[src/rtl/pbw_pkg.sv]
package pbw_pkg;

  typedef enum logic [2:0] {
    S_IDLE,
    S_ADDR,
    S_DATA,
    S_GAP,
    S_DRAIN
  } pbw_state_e;

  localparam logic [3:0] CMD_MEM_WRITE = 4'b0111;
  localparam logic [3:0] BE_ALL_BYTES  = 4'b0000;
  localparam logic [3:0] CBE_IDLE      = 4'b1111;

endpackage

[src/rtl/pbw_job.sv]
module pbw_job #(
  parameter int BUS_W = 32,
  parameter int CNT_W = 16
) (
  input  logic             clk,
  input  logic             rst_n,
  input  logic             load_i,
  input  logic [BUS_W-1:0] ld_addr_i,
  input  logic [CNT_W-1:0] ld_count_i,
  input  logic             step_i,
  input  logic             err_set_i,
  input  logic             retire_i,
  output logic [BUS_W-1:0] addr_o,
  output logic [CNT_W-1:0] remain_o,
  output logic             err_o,
  output logic             active_o
);

  localparam logic [BUS_W-1:0] WORD_BYTES = BUS_W'(4);

  always_ff @(posedge clk or negedge rst_n) begin
    if (!rst_n) begin
      addr_o   <= '0;
      remain_o <= '0;
      err_o    <= 1'b0;
      active_o <= 1'b0;
    end else if (load_i) begin
      addr_o   <= ld_addr_i;
      remain_o <= ld_count_i;
      err_o    <= 1'b0;
      active_o <= 1'b1;
    end else begin
      if (retire_i) active_o <= 1'b0;
      if (step_i) begin
        addr_o   <= addr_o + WORD_BYTES;
        remain_o <= remain_o - CNT_W'(1);
      end
      if (err_set_i) err_o <= 1'b1;
    end
  end

  AST_JOB_HAS_WORDS: assert property (@(posedge clk) disable iff (!rst_n)
    active_o |-> (remain_o != '0));

endmodule

[src/rtl/pbw_seq.sv]
module pbw_seq
  import pbw_pkg::*;
#(
  parameter int CNT_W        = 16,
  parameter int BURST_LEN    = 16,
  parameter int DEVSEL_LIMIT = 5,
  parameter int RESTART_GAP  = 2
) (
  input  logic             clk,
  input  logic             rst_n,
  input  logic             active_i,
  input  logic [CNT_W-1:0] remain_i,
  input  logic             req_valid_i,
  input  logic             gnt_n_i,
  input  logic             devsel_n_i,
  input  logic             trdy_n_i,
  input  logic             stop_n_i,
  input  logic             wdata_valid_i,
  output pbw_state_e       state_o,
  output logic             last_o,
  output logic             xfer_o,
  output logic             step_o,
  output logic             retire_o,
  output logic             abort_o
);

  localparam int BL_W = $clog2(BURST_LEN + 1);
  localparam int DV_W = $clog2(DEVSEL_LIMIT + 1);
  localparam int GP_W = $clog2(RESTART_GAP + 1);
  localparam logic [BL_W-1:0] BURST_MAX  = BL_W'(BURST_LEN);
  localparam logic [DV_W-1:0] DEV_LASTCY = DV_W'(DEVSEL_LIMIT - 1);
  localparam logic [GP_W-1:0] GAP_LASTCY = GP_W'(RESTART_GAP - 1);

  pbw_state_e      state_q, state_d;
  logic [BL_W-1:0] burst_left_q;
  logic [DV_W-1:0] dev_cnt_q;
  logic            dev_seen_q;
  logic [GP_W-1:0] gap_cnt_q;
  logic            in_data, final_word, drain_take;

  assign in_data    = (state_q == S_DATA);
  assign final_word = (remain_i == CNT_W'(1));
  assign last_o     = in_data && ((burst_left_q == BL_W'(1)) || gnt_n_i);
  assign xfer_o     = in_data && wdata_valid_i && !trdy_n_i && !devsel_n_i;
  assign abort_o    = in_data && !dev_seen_q && devsel_n_i && (dev_cnt_q == DEV_LASTCY);
  assign drain_take = (state_q == S_DRAIN) && wdata_valid_i;
  assign step_o     = xfer_o || drain_take;
  assign retire_o   = step_o && final_word;
  assign state_o    = state_q;

  always_comb begin
    state_d = state_q;
    unique case (state_q)
      S_IDLE:  if (active_i && !gnt_n_i) state_d = S_ADDR;
      S_ADDR:  state_d = S_DATA;
      S_DATA: begin
        if (abort_o)                    state_d = S_DRAIN;
        else if (xfer_o && final_word)  state_d = (req_valid_i && !gnt_n_i && stop_n_i) ? S_ADDR : S_IDLE;
        else if (!stop_n_i)             state_d = S_GAP;
        else if (xfer_o && last_o)      state_d = gnt_n_i ? S_IDLE : S_ADDR;
      end
      S_GAP:   if (gap_cnt_q == GAP_LASTCY) state_d = gnt_n_i ? S_IDLE : S_ADDR;
      S_DRAIN: if (retire_o) state_d = S_IDLE;
      default: state_d = S_IDLE;
    endcase
  end

  always_ff @(posedge clk or negedge rst_n) begin
    if (!rst_n) begin
      state_q      <= S_IDLE;
      burst_left_q <= '0;
      dev_cnt_q    <= '0;
      dev_seen_q   <= 1'b0;
      gap_cnt_q    <= '0;
    end else begin
      state_q <= state_d;
      if (state_q == S_ADDR) begin
        burst_left_q <= (remain_i < CNT_W'(BURST_LEN)) ? BL_W'(remain_i) : BURST_MAX;
        dev_cnt_q    <= '0;
        dev_seen_q   <= 1'b0;
      end else if (in_data) begin
        if (xfer_o) burst_left_q <= burst_left_q - BL_W'(1);
        if (!devsel_n_i)      dev_seen_q <= 1'b1;
        else if (!dev_seen_q) dev_cnt_q  <= dev_cnt_q + DV_W'(1);
      end
      if (state_q == S_GAP) gap_cnt_q <= gap_cnt_q + GP_W'(1);
      else                  gap_cnt_q <= '0;
    end
  end

  AST_BURST_BOUND: assert property (@(posedge clk) disable iff (!rst_n)
    (state_q == S_DATA) |-> (burst_left_q != '0 && burst_left_q <= BURST_MAX));

  AST_FINAL_HOLD: assert property (@(posedge clk) disable iff (!rst_n)
    (in_data && last_o && !xfer_o && stop_n_i && !abort_o) |=> (state_q == S_DATA));

  AST_RESTART_GAP: assert property (@(posedge clk) disable iff (!rst_n)
    (state_q == S_ADDR && $past(state_q) == S_GAP) |-> ($past(state_q, 2) == S_GAP));

  AST_DEVSEL_WINDOW: assert property (@(posedge clk) disable iff (!rst_n)
    (in_data && !dev_seen_q) |-> (dev_cnt_q <= DEV_LASTCY));

endmodule

[src/rtl/pbw_drive.sv]
module pbw_drive
  import pbw_pkg::*;
#(
  parameter int BUS_W = 32
) (
  input  pbw_state_e       state_i,
  input  logic [BUS_W-1:0] addr_i,
  input  logic [BUS_W-1:0] wdata_i,
  input  logic             last_i,
  input  logic             wdata_valid_i,
  output logic             frame_n_o,
  output logic             irdy_n_o,
  output logic [3:0]       cbe_n_o,
  output logic [BUS_W-1:0] ad_o,
  output logic             ad_oe_o
);

  always_comb begin
    frame_n_o = 1'b1;
    irdy_n_o  = 1'b1;
    cbe_n_o   = CBE_IDLE;
    ad_o      = '0;
    ad_oe_o   = 1'b0;
    unique case (state_i)
      S_ADDR: begin
        frame_n_o = 1'b0;
        cbe_n_o   = CMD_MEM_WRITE;
        ad_o      = addr_i;
        ad_oe_o   = 1'b1;
      end
      S_DATA: begin
        frame_n_o = last_i;
        irdy_n_o  = !wdata_valid_i;
        cbe_n_o   = BE_ALL_BYTES;
        ad_o      = wdata_i;
        ad_oe_o   = 1'b1;
      end
      default: ;
    endcase
  end

endmodule

[src/rtl/pbus_burst_writer.sv]
module pbus_burst_writer
  import pbw_pkg::*;
#(
  parameter int BUS_W        = 32,
  parameter int CNT_W        = 16,
  parameter int BURST_LEN    = 16,
  parameter int DEVSEL_LIMIT = 5,
  parameter int RESTART_GAP  = 2
) (
  input  logic             clk,
  input  logic             rst_n,
  input  logic             req_valid,
  output logic             req_ready,
  input  logic [BUS_W-1:0] req_addr,
  input  logic [CNT_W-1:0] req_words,
  input  logic             wdata_valid,
  output logic             wdata_ready,
  input  logic [BUS_W-1:0] wdata,
  output logic             done_valid,
  output logic             done_err,
  output logic             bus_req_n,
  input  logic             bus_gnt_n,
  output logic             bus_frame_n,
  output logic             bus_irdy_n,
  output logic [3:0]       bus_cbe_n,
  output logic [BUS_W-1:0] bus_ad,
  output logic             bus_ad_oe,
  input  logic             bus_devsel_n,
  input  logic             bus_trdy_n,
  input  logic             bus_stop_n
);

  pbw_state_e       state;
  logic [BUS_W-1:0] job_addr;
  logic [CNT_W-1:0] job_remain;
  logic             job_err, job_active;
  logic             last, xfer, step, retire, abort, load;

  assign req_ready   = !job_active || retire;
  assign load        = req_valid && req_ready;
  assign wdata_ready = step;
  assign bus_req_n   = !(job_active && state != S_DRAIN);

  pbw_job #(.BUS_W(BUS_W), .CNT_W(CNT_W)) u_job (
    .clk        (clk),
    .rst_n      (rst_n),
    .load_i     (load),
    .ld_addr_i  (req_addr),
    .ld_count_i (req_words),
    .step_i     (step),
    .err_set_i  (abort),
    .retire_i   (retire),
    .addr_o     (job_addr),
    .remain_o   (job_remain),
    .err_o      (job_err),
    .active_o   (job_active)
  );

  pbw_seq #(
    .CNT_W(CNT_W), .BURST_LEN(BURST_LEN),
    .DEVSEL_LIMIT(DEVSEL_LIMIT), .RESTART_GAP(RESTART_GAP)
  ) u_seq (
    .clk           (clk),
    .rst_n         (rst_n),
    .active_i      (job_active),
    .remain_i      (job_remain),
    .req_valid_i   (req_valid),
    .gnt_n_i       (bus_gnt_n),
    .devsel_n_i    (bus_devsel_n),
    .trdy_n_i      (bus_trdy_n),
    .stop_n_i      (bus_stop_n),
    .wdata_valid_i (wdata_valid),
    .state_o       (state),
    .last_o        (last),
    .xfer_o        (xfer),
    .step_o        (step),
    .retire_o      (retire),
    .abort_o       (abort)
  );

  pbw_drive #(.BUS_W(BUS_W)) u_drive (
    .state_i       (state),
    .addr_i        (job_addr),
    .wdata_i       (wdata),
    .last_i        (last),
    .wdata_valid_i (wdata_valid),
    .frame_n_o     (bus_frame_n),
    .irdy_n_o      (bus_irdy_n),
    .cbe_n_o       (bus_cbe_n),
    .ad_o          (bus_ad),
    .ad_oe_o       (bus_ad_oe)
  );

  always_ff @(posedge clk or negedge rst_n) begin
    if (!rst_n) begin
      done_valid <= 1'b0;
      done_err   <= 1'b0;
    end else begin
      done_valid <= retire;
      if (retire) done_err <= job_err || abort;
    end
  end

  AST_ACCEPT_HOLDS: assert property (@(posedge clk) disable iff (!rst_n)
    (req_valid && req_ready) |=> job_active);

  AST_WORDS_NONZERO: assert property (@(posedge clk) disable iff (!rst_n)
    req_valid |-> (req_words != '0));

  AST_FRAME_NEEDS_JOB: assert property (@(posedge clk) disable iff (!rst_n)
    !bus_frame_n |-> (job_active && !bus_req_n));

  AST_DATA_ONLY_ON_MOVE: assert property (@(posedge clk) disable iff (!rst_n)
    (wdata_ready && bus_ad_oe) |-> (!bus_irdy_n && !bus_trdy_n && !bus_devsel_n));

  AST_DONE_SINGLE: assert property (@(posedge clk) disable iff (!rst_n)
    done_valid |=> !done_valid);

endmodule

[config.mk]
export PLATFORM = sky130hd
export DESIGN_NAME = pbus_burst_writer
export DESIGN_NICKNAME = d
export VERILOG_FILES = /design/src/rtl/pbw_pkg.sv /design/src/rtl/pbw_job.sv /design/src/rtl/pbw_seq.sv /design/src/rtl/pbw_drive.sv /design/src/rtl/pbus_burst_writer.sv
export SDC_FILE = /design/constraint.sdc
export NUM_CORES = 1
export LEC_CHECK = 0
export ABC_CLOCK_PERIOD_IN_PS = 4600
export BUFFER_PORTS_ARGS = -buffer_cell sky130_fd_sc_hd__buf_4
export CORE_UTILIZATION = 50
export DETAILED_ROUTE_END_ITERATION = 6
export GPL_TIMING_DRIVEN = 0
export PLACE_DENSITY = 0.79
export REMOVE_ABC_BUFFERS = 1
export SLEW_MARGIN = 40
export SYNTH_ARGS = -nofsm -noshare
export SYNTH_HDL_FRONTEND = slang
export SYNTH_SLANG_ARGS = --single-unit
[constraint.sdc]
create_clock -name clk -period 4.6 [get_ports clk]
set_clock_uncertainty 0.2 [all_clocks]
set_input_delay 0.69 -clock clk [delete_from_list [all_inputs] [get_ports clk]]
set_output_delay 0.69 -clock clk [all_outputs]
set_load 0.1 [all_outputs]
==> run metrics, run 1 <==
status finished clean; final wirelength 11.5 mm; Clk Latency, worst-skew pair 0.35 ns; reg-to-reg startpoint u_seq.state_o[2]; Max rail drop VDD 0.000438 V; CTS clk-pin slew, worst paths 0.08 ns; router iterations before antenna repair 5; initial antenna violation count 0; CP required 3.71 ns; Synth Cell Area 4120 um2; die area 8600 um2; crit-path max FO 12; Yosys reg bits 66; reg-to-reg slack, setup 1.53 ns; CP most frequent cell nand2_1; CP max-delay cell or4b_1; Worst-Margin Slew 0.770 ns; power density over the cells 692 nW/um2; min cycle time layout 3.56 ns; dpl hpwl 8.55 mm; CP Capture Type output pin; Hold Path Class primary input to async pin; post-CTS setup buffer count 0; DIE WIDTH 92.7 um; Slew Viols, Final 0; ys flop type dfrtp_1; GPL Wtd Cong 0.832; final setup fails 0; CP Launch Type flop; NumNets Final 694; CP max stage delay 0.78 ns; first-pass GRT wire length 18.8 mm; Post-DRT Antenna Nets 0; root buffer cell clkbuf_8; number of H-tree levels 3; share of the yosys chip area belonging to registers 0.401; Core Region 7850 um2; Die H 92.7 um; area grow syn2layout 33.4%; # port buffers 131; gate count after technology mapping 475; start point of the critical path u_seq.state_o[2]; via count 4084; FF-to-FF path depth 5; antenna diode count 0; Setup WS pre-CTS 1.11 ns; Fin Setup TNS 0 ns; WHS 0.0539 ns; Lkg Pwr 2.39 nW; number of global-route vias before repair 3867; PnR Total Power 0.00380 W; EDFF count, synth 0; max-cap viol count 0; wire length per cell 16.3 um; FP Rows 32; dpl cells 689; total global-route track usage 0.279; Num CTS Buffers 9; Top-Level Pins 132; gr ovfl total 0; Async S/R FF share, synth 1.00; Max Fclk 281 MHz; RSZ-0062 raised after global routing false; number of distinct library cells after synthesis 52; Max Root-Sink Buffers 2; # DRC 0; post-route clock period utilization 0.774; post-cts sizing count 0; Sink Count 66; crit path cell chain or4b_1 -> a21oi_4 -> nand2_1 -> nand2_1 -> buf_4; CTS tree built; share of cells above drive strength 1 0.282; DRT iter0 DRCs 262; Critical Path AT 2.67 ns; final std cells w/o fill 705; Vias/cell 5.79; hold buffers post-CTS 0; Ys Warns 0; Fin. Hold Viols 0; worst setup margin 1.04 ns; crit path kind flop to output pin; fill count 628; syn_area_per_cell 8.67 um2; slew margin rel. 0.486; Initial Util 0.525; largest net degree at the start of global routing 43
==> path summary, 6_finish.rpt <==
kind	end
max reg2reg	u_job.addr_o[30]
max	req_ready
min reg2reg	u_seq.gap_cnt_q[0]
min	u_job.remain_o[5]
min in group clk	u_seq.gap_cnt_q[0]
max in group asynchronous	u_job.addr_o[17]
==> final cells by class <==
type	instances	area, um2	share of cell area
clock buffers	9	124	0.0226
clock inverters	7	101	0.0185
inverters	16	60.1	0.0109
multi-input cells	366	2350	0.428
flip-flops and latches	66	1650	0.301
well taps	102	128	0.0232
repair buffers	139	1080	0.196
==> cells by family (layout without fill, tap and decap cells) <==
family	Yosys count	after routing	synth area share
adder cells (fa/ha/maj)	8	8	0.0243
AND/OR/NAND/NOR	188	188	0.231
AO/OA/AOI/OAI	129	129	0.210
buffers and inverters	43	171	0.0447
multiplexers	3	3	0.00790
XOR/XNOR	38	38	0.0809
flip-flops	66	66	0.401
==> cell usage in the layout (no fill, tap or decap), types with 3 or more instances in the layout <==
master      n
o31ai_1     4
nor4b_1     3
and3_1      6
nor4_1      4
buf_4     133
dfrtp_1    66
and4_1      4
clkbuf_8    9
ha_1        8
a21oi_1    15
xor2_1     27
a211oi_1    5
nand3_1    14
or3_1       4
a31oi_1     5
nand4_1    22
inv_1      16
o21a_1      3
nand2b_1    6
nand2_1    74
a22o_1     27
nor3_1     10
o21ai_0    50
xnor2_1    11
nor2_1     23
nor2b_1     4
==> synthesized netlist by cell type, types with 2 or more instances <==
master    count  area (um2)
nand2_1      74         278
dfrtp_1      66        1650
o21ai_0      50         250
a22o_1       27         236
xor2_1       27         236
nor2_1       23        86.3
nand4_1      22         138
a21oi_1      17        85.1
inv_1        16        60.1
clkbuf_1     15        56.3
nand3_1      14        70.1
nor3_1       11        55.1
xnor2_1      11        96.3
buf_2         9        45.0
ha_1          8         100
and3_1        6        37.5
nand2b_1      6        37.5
a211oi_1      5        37.5
a31oi_1       5        31.3
nor4_1        5        31.3
and4_1        4        35.0
nor2b_1       4        25.0
o31ai_1       4        30.0
or3_1         4        25.0
buf_4         3        22.5
nor4b_1       3        26.3
o21a_1        3        22.5
a211oi_2      2        25.0
a21o_1        2        15.0
mux2_2        2        22.5
nor3b_1       2        15.0
nor3b_2       2        25.0
o211ai_1      2        15.0
o22a_1        2        17.5
or4b_1        2        20.0
==> report_power, final <==
group,switching [W],internal (W)
combinational,0.00173,0.000596
clock,0.000249,0.000309
sequential,0.000187,0.000729
==> stage by stage <==
step	util	instance area [um2]
after floorplan	-	3990
after global placement	0.650	5100
after detailed placement	0.668	5250
after CTS	0.697	5470
after global routing	0.700	5490
final	0.700	5490
==> sequential cells by signal, indices dropped and copies added (netlist names) <==
register	cells
u_seq.state_o	3
u_job.addr_o	32
u_seq.dev_seen_q	1
u_seq.gap_cnt_q	2
u_job.err_o	1
u_seq.dev_cnt_q	3
u_job.active_o	1
done_err	1
u_job.remain_o	16
u_seq.burst_left_q	5
done_valid	1
==> worst max-delay path: cells and delay by family, from the launching register on <==
kind	cells	cell delay [ns]
simple gates	3	1.08
flops	1	0.54
buf+inv	1	0.30
compound gates	1	0.39
==> layer usage <==
metal / vias up / GRT usage / wire, um
met5: - / 0 / 0
met4: 0 / 0.103 / 230
met3: 18 / 0.0411 / 507
met2: 131 / 0.469 / 5740
li1: 1975 / - / -
met1: 1960 / 0.366 / 5010
(Power assumes the default switching activity.)
==> run 2, diff against run 1 <==
- ABC_AREA: not set -> 1
- ABC_CLOCK_PERIOD_IN_PS: 4600 -> 3000
- CORE_UTILIZATION: 50 -> 49
- PLACE_DENSITY: 0.79 -> 0.78
- clock period: 4.6 -> 3 ns (I/O delays scaled with it)
==> run metrics, run 2 <==
via count 5465 (+34%); Initial Util 0.507 (-0.0174); GPL Wtd Cong 0.922 (+11%); Lkg Pwr 3.18 nW (+33%); number of H-tree levels 3 (unchanged); die area 10500 um2 (+22%); CP Capture Type output pin; Endpoint, Worst Hold u_job.addr_o[2]; FF-to-FF path depth 9 (+4); post-route clock period utilization 0.953; ys flop type dfrtp_1; reg-to-reg slack, setup 0.38 ns (-1.15 ns); NumNets Final 977 (+41%); CP Launch Type flop; Clk pwr share 0.114 (-0.033); hold depth 3; Synth Cell Area 4960 um2 (+20%); first-pass GRT wire length 23.9 mm (+27%); Comb pwr share 0.639 (+0.027); Max Root-Sink Buffers 2 (unchanged); Psw 0.00415 W (+92%); gate count after technology mapping 767 (+61%); Yosys top cell by area dfrtp_1; # DRC 0 (unchanged); total global-route track usage 0.294 (+0.0155); Critical Path AT 2.21 ns (-0.46 ns); Async S/R FF share, synth 1.00 (unchanged); sw frac 0.598 (+0.0286); max reg flops 32 (unchanged); share of the yosys chip area belonging to registers 0.333 (-0.0681); antenna diode count 0 (unchanged); Seq pwr share 0.247 (+0.006); largest cells by area after synthesis dfrtp_1 (33%), nand2_1 (19%), nand3_1 (13%); crit-path max FO 25 (+13); syn_area_per_cell 6.46 um2 (-25%); reg-to-reg startpoint u_seq.state_o[2]; post-CTS setup buffer count 0 (unchanged); EDFF count, synth 0 (unchanged); RSZ-0062 raised after global routing false; gr ovfl total 0 (unchanged); wire length per cell 14.9 um (-8.7%); Yosys reg bits 66 (unchanged); Num CTS Buffers 9 (unchanged); Slew Viols, Final 0 (unchanged); internal power 0.00279 W (+71%); most frequent cells after synthesis nand2_1 (253), nand3_1 (130), nor2_1 (83); Worst-Margin Slew 0.635 ns (-0.136 ns); CTS tree built; power density over the cells 1110 nW/um2 (+61%); CTS clk-pin slew, worst paths 0.08 ns (about the same); Max rail drop VDD 0.000767 V (+75%); initial antenna violation count 0 (unchanged); commonest cells after routing, fill and taps aside nand2_1 (253), nand3_1 (129), buf_4 (129), nor2_1 (83), inv_1 (77); Core Region 9770 um2 (+25%); Die H 103 um (+11%); slew margin rel. 0.577 (+0.0910); FP Rows 36 (+13%); HP Start req_addr[2]; dpl hpwl 10.6 mm (+24%); min cycle time layout 2.86 ns; DIE WIDTH 103 um (+11%); router iterations before antenna repair 5 (unchanged); Core Util, Final 0.639 (-0.0607); Hold Path Class primary input to flop; count leader, synth nand2_1; share of cells above drive strength 1 0.185 (-0.0968); Biggest register u_job.addr_o; status finished clean; Vias/cell 5.36 (-7.4%); # port buffers 131 (unchanged); number of global-route vias before repair 5094 (+32%); fill count 912 (+45%); Sink Count 66 (unchanged); crit path kind flop to output pin; max-cap viol count 0 (unchanged); largest net degree at the start of global routing 67 (+56%); Fin. Hold Viols 0 (unchanged); Yosys top cell area share 0.333 (-0.0681); Post-DRT Antenna Nets 0 (unchanged); CP required 2.35 ns (-1.36 ns); PnR Total Power 0.00694 W (+83%); commonest non-fill, non-tap cell in the layout nand2_1; FF-to-FF End u_job.addr_o[16]; Max Fclk 350 MHz; Top-Level Pins 132 (unchanged); area grow syn2layout 26.0%; Clk Latency, worst-skew pair 0.35 ns (about the same); largest registers u_job.addr_o x32, u_job.remain_o x16, u_seq.burst_left_q x5; root buffer cell clkbuf_8; final setup fails 0 (unchanged); final wirelength 15.1 mm (+32%); DRT iter0 DRCs 255 (-2.7%); number of distinct library cells after synthesis 35 (-33%); Ys Warns 0 (unchanged)
==> run 2: changes by cell type after synthesis, moves of 6 or more <==
cell,change
nand3_1,+116
nor3_1,-9
inv_1,+62
a22o_1,-17
o21ai_0,-17
nor2_1,+60
and3_1,-6
nand2_1,+179
a21oi_1,-6
nand2b_1,-6
nand4_1,-18
==> run 2: worst max-delay path by stage <==
stage	startpoint	end	slack (ns)	depth (start not counted)
after global routing	u_seq.state_o[1]	bus_ad[16]	0.02	7
after global placement	bus_devsel_n	u_job.addr_o[16]	-1.07	7
after detailed placement	bus_devsel_n	u_job.addr_o[31]	-0.09	11
final	u_job.remain_o[1]	req_ready	0.14	9
after floorplan	u_seq.state_o[1]	bus_frame_n	-2.76	5
after CTS	u_seq.state_o[2]	req_ready	0.06	7
==> run 2: stage by stage <==
stage                     hold slack [ns]  instances  setup TNS (ns)  worst slack (ns)  instance area [um2]
final                               0.118       1019               0             0.140                 6240
after global routing                0.118       1019               0            0.0159                 6240
after CTS                           0.111       1018               0            0.0587                 6220
after detailed placement            0.228       1001           -1.79           -0.0903                 5980
after global placement              0.222        999          -22.25             -1.07                 5930
after floorplan                   -0.0456        735          -82.44             -2.76                 4780
==> run 2: kinds of logic after synthesis <==
family,count (synthesis),synth area share
AO/OA/AOI/OAI,69,0.0846
flip-flops,66,0.333
AND/OR/NAND/NOR,481,0.412
buffers and inverters,113,0.0969
XOR/XNOR,30,0.0530
adder cells (fa/ha/maj),8,0.0202
==> run 2: layout make-up <==
cell class / count / area [um2] / area share
Multi-Input combinational cell: 589 / 2880 / 0.461
Sequential cell: 66 / 1650 / 0.264
Timing Repair Buffer: 134 / 1030 / 0.166
Inverter: 81 / 310 / 0.0497
Tap cell: 133 / 166 / 0.0266
Clock buffer: 10 / 138 / 0.0220
Clock inverter: 6 / 65.1 / 0.0104
==> run 2: power groups by stage <==
stage | sequential (W) | clock [W] | combinational, W
after floorplan | 0.00157 | 0 | 0.00347
after global placement | 0.00169 | 0 | 0.00429
after detailed placement | 0.00171 | 0 | 0.00438
after CTS | 0.00170 | 0.000798 | 0.00442
after global routing | 0.00177 | 0.000831 | 0.00477
final | 0.00171 | 0.000794 | 0.00443
==> run 2: worst max-delay path, stage by stage, from the launching register on <==
cell	delay (ns)
dfrtp_1	0.41
inv_1	0.12
ha_1	0.16
inv_1	0.05
nor2_1	0.19
nand2_1	0.09
nor2_1	0.22
nand2_4	0.15
nand2_8	0.21
buf_8	0.23
==> run 2: layer usage <==
layer  vias to the layer above  track usage  share of wire
met4                         0        0.102          0.020
met5                         -            0              0
met3                        31       0.0332          0.070
met1                      2513        0.387           0.43
li1                       2685            -              -
met2                       236        0.503           0.48
==> run 2: what timing repair did <==
action	CTS	global route
setup endpoints to repair	16	2
hold buffers	1	0
pin swaps	0	2
gates resized for setup	6	3
gates cloned	0	1
endpoints found under the hold margin	66	0
==> run 3, diff against run 2 <==
- ABC_CLOCK_PERIOD_IN_PS: 3000 -> 3500
- CORE_UTILIZATION: 49 -> 38
- PLACE_DENSITY: 0.78 -> not set
- clock period: 3 -> 3.5 ns (I/O delays scaled with it)
==> run metrics, run 3 (synthesis results as in run 2) <==
root buffer cell clkbuf_16; DRT iter0 DRCs 351 (+38%); Sink Count 66 (unchanged); # DRC 0 (unchanged); GPL Wtd Cong 0.884 (-4.1%); CTS tree built; via count 5336 (-2.4%); router iterations before antenna repair 5 (unchanged); largest registers u_job.addr_o x32, u_job.remain_o x16, u_seq.burst_left_q x5; internal power 0.00267 W (-4.4%); Biggest register u_job.addr_o; Top-Level Pins 132 (unchanged); post-cts sizing count 0 (-6); die area 13500 um2 (+28%); Die H 116 um (+13%); final setup fails 0 (unchanged); power density over the cells 975 nW/um2 (-12%); Psw 0.00356 W (-14%); Max Fclk 304 MHz; Slew Viols, Final 0 (unchanged); slew margin rel. 0.538 (-0.0388); largest net degree at the start of global routing 67 (unchanged); crit path kind flop to output pin; dpl hpwl 10.8 mm (+1.9%); initial antenna violation count 0 (unchanged); min cycle time layout 3.29 ns; commonest cells after routing, fill and taps aside nand2_1 (253), buf_4 (130), nand3_1 (129), nor2_1 (83), inv_1 (77); FP Rows 41 (+14%); hold buffers post-CTS 0 (-1); Critical Path AT 2.56 ns (+0.35 ns); fin area 6380 um2 (+2.2%); Num CTS Buffers 9 (unchanged); final wirelength 15.2 mm (+0.61%); Seq pwr share 0.234 (-0.013); CTS clk-pin slew, worst paths 0.06 ns (-0.02 ns); first-pass GRT wire length 24.3 mm (+1.5%); post-CTS setup buffer count 0 (unchanged); Post-DRT Antenna Nets 0 (unchanged); Core Region 12700 um2 (+30%); CP Capture Type output pin; Vias/cell 5.05 (-5.8%); crit-path max FO 30 (+20%); Clk Latency, worst-skew pair 0.34 ns (about the same); total global-route track usage 0.237 (-0.0575); area grow syn2layout 28.7%; failing checks hold timing; number of H-tree levels 3 (unchanged); post-route clock period utilization 0.940; share of cells above drive strength 1 0.184 (-0.000712); NumNets Final 975 (-0.20%); commonest non-fill, non-tap cell in the layout nand2_1; number of global-route vias before repair 4890 (-4.0%); DP Area 6050 um2 (+1.2%); sw frac 0.572 (-0.0265); Lkg Pwr 3.20 nW (+0.79%); CP required 2.77 ns (+0.42 ns); Initial Util 0.391 (-0.116); antenna diode count 0 (unchanged); gr ovfl total 0 (unchanged); RSZ-0062 raised after global routing false; Max Root-Sink Buffers 2 (unchanged); Max rail drop VDD 0.000447 V (-42%); CP Launch Type flop; Hold Path Class primary input to async pin; max reg flops 32 (unchanged); status finished with violations; max-cap viol count 0 (unchanged); Clk pwr share 0.158 (+0.044); Worst-Margin Slew 0.692 ns (+0.0574 ns); # port buffers 131 (unchanged); Fin Setup TNS 0 ns (unchanged); PnR Total Power 0.00622 W (-10%); Fin. Hold Viols 11 (+11); wire length per cell 14.4 um (-2.9%); WHS -0.0247 ns (-0.142 ns); Comb pwr share 0.608 (-0.031); DIE WIDTH 116 um (+13%)
[run 3: worst max-delay path, cell delays in order, from the launching register on]
cell and delay [ns]:
dfrtp_1 0.41, inv_1 0.14, nand3_2 0.56, clkinvlp_4 0.59, a22o_1 0.22, buf_4 0.29
[run 3: worst paths after layout]
kind / startpoint / to / slack (ns) / cells past startpoint
hold reg to reg: u_seq.gap_cnt_q[0] / u_seq.gap_cnt_q[0] / 0.26 / 1
setup reg to reg: u_seq.state_o[1] / u_job.addr_o[28] / 0.62 / 11
hold / removal: rst_n / u_job.addr_o[22] / -0.02 / 1
min in group clk: req_addr[2] / u_job.addr_o[2] / 0.20 / 3
setup / recovery: u_seq.state_o[2] / bus_ad[6] / 0.21 / 5
max in group asynchronous: rst_n / u_job.addr_o[23] / 2.66 / 1
[run 3: through the flow]
step | setup WS [ns] | cells | util
after global placement | -0.657 | 1038 | 0.472
after CTS | 0.0679 | 1056 | 0.503
after detailed placement | 0.238 | 1040 | 0.478
after floorplan | -2.33 | 735 | -
final | 0.211 | 1056 | 0.504
after global routing | 0.103 | 1056 | 0.504
[run 3: power by group through the flow]
stage / combinational [W] / sequential (W) / clock [W]
after detailed placement: 0.00378 / 0.00146 / 0
after global placement: 0.00370 / 0.00145 / 0
after floorplan: 0.00297 / 0.00135 / 0
after CTS: 0.00380 / 0.00145 / 0.000996
final: 0.00379 / 0.00146 / 0.000983
after global routing: 0.00410 / 0.00151 / 0.00103
[run 3: area by class of cell]
class / count / area [um2]
Sequential cell: 66 / 1650
Clock inverter: 7 / 93.8
Timing Repair Buffer: 133 / 1040
Fill cell: 1313 / 6290
Inverter: 81 / 308
Multi-Input combinational cell: 588 / 2850
Clock buffer: 9 / 225
Tap cell: 172 / 215
[run 3: per-layer routing]
| layer | vias up | routed length (um) | global-route usage |
|---|---|---|---|
| li1 | 2690 | - | - |
| met1 | 2462 | 7150 | 0.322 |
| met2 | 161 | 7010 | 0.384 |
| met3 | 23 | 796 | 0.0343 |
| met4 | 0 | 271 | 0.0863 |
| met5 | - | 0 | 0 |
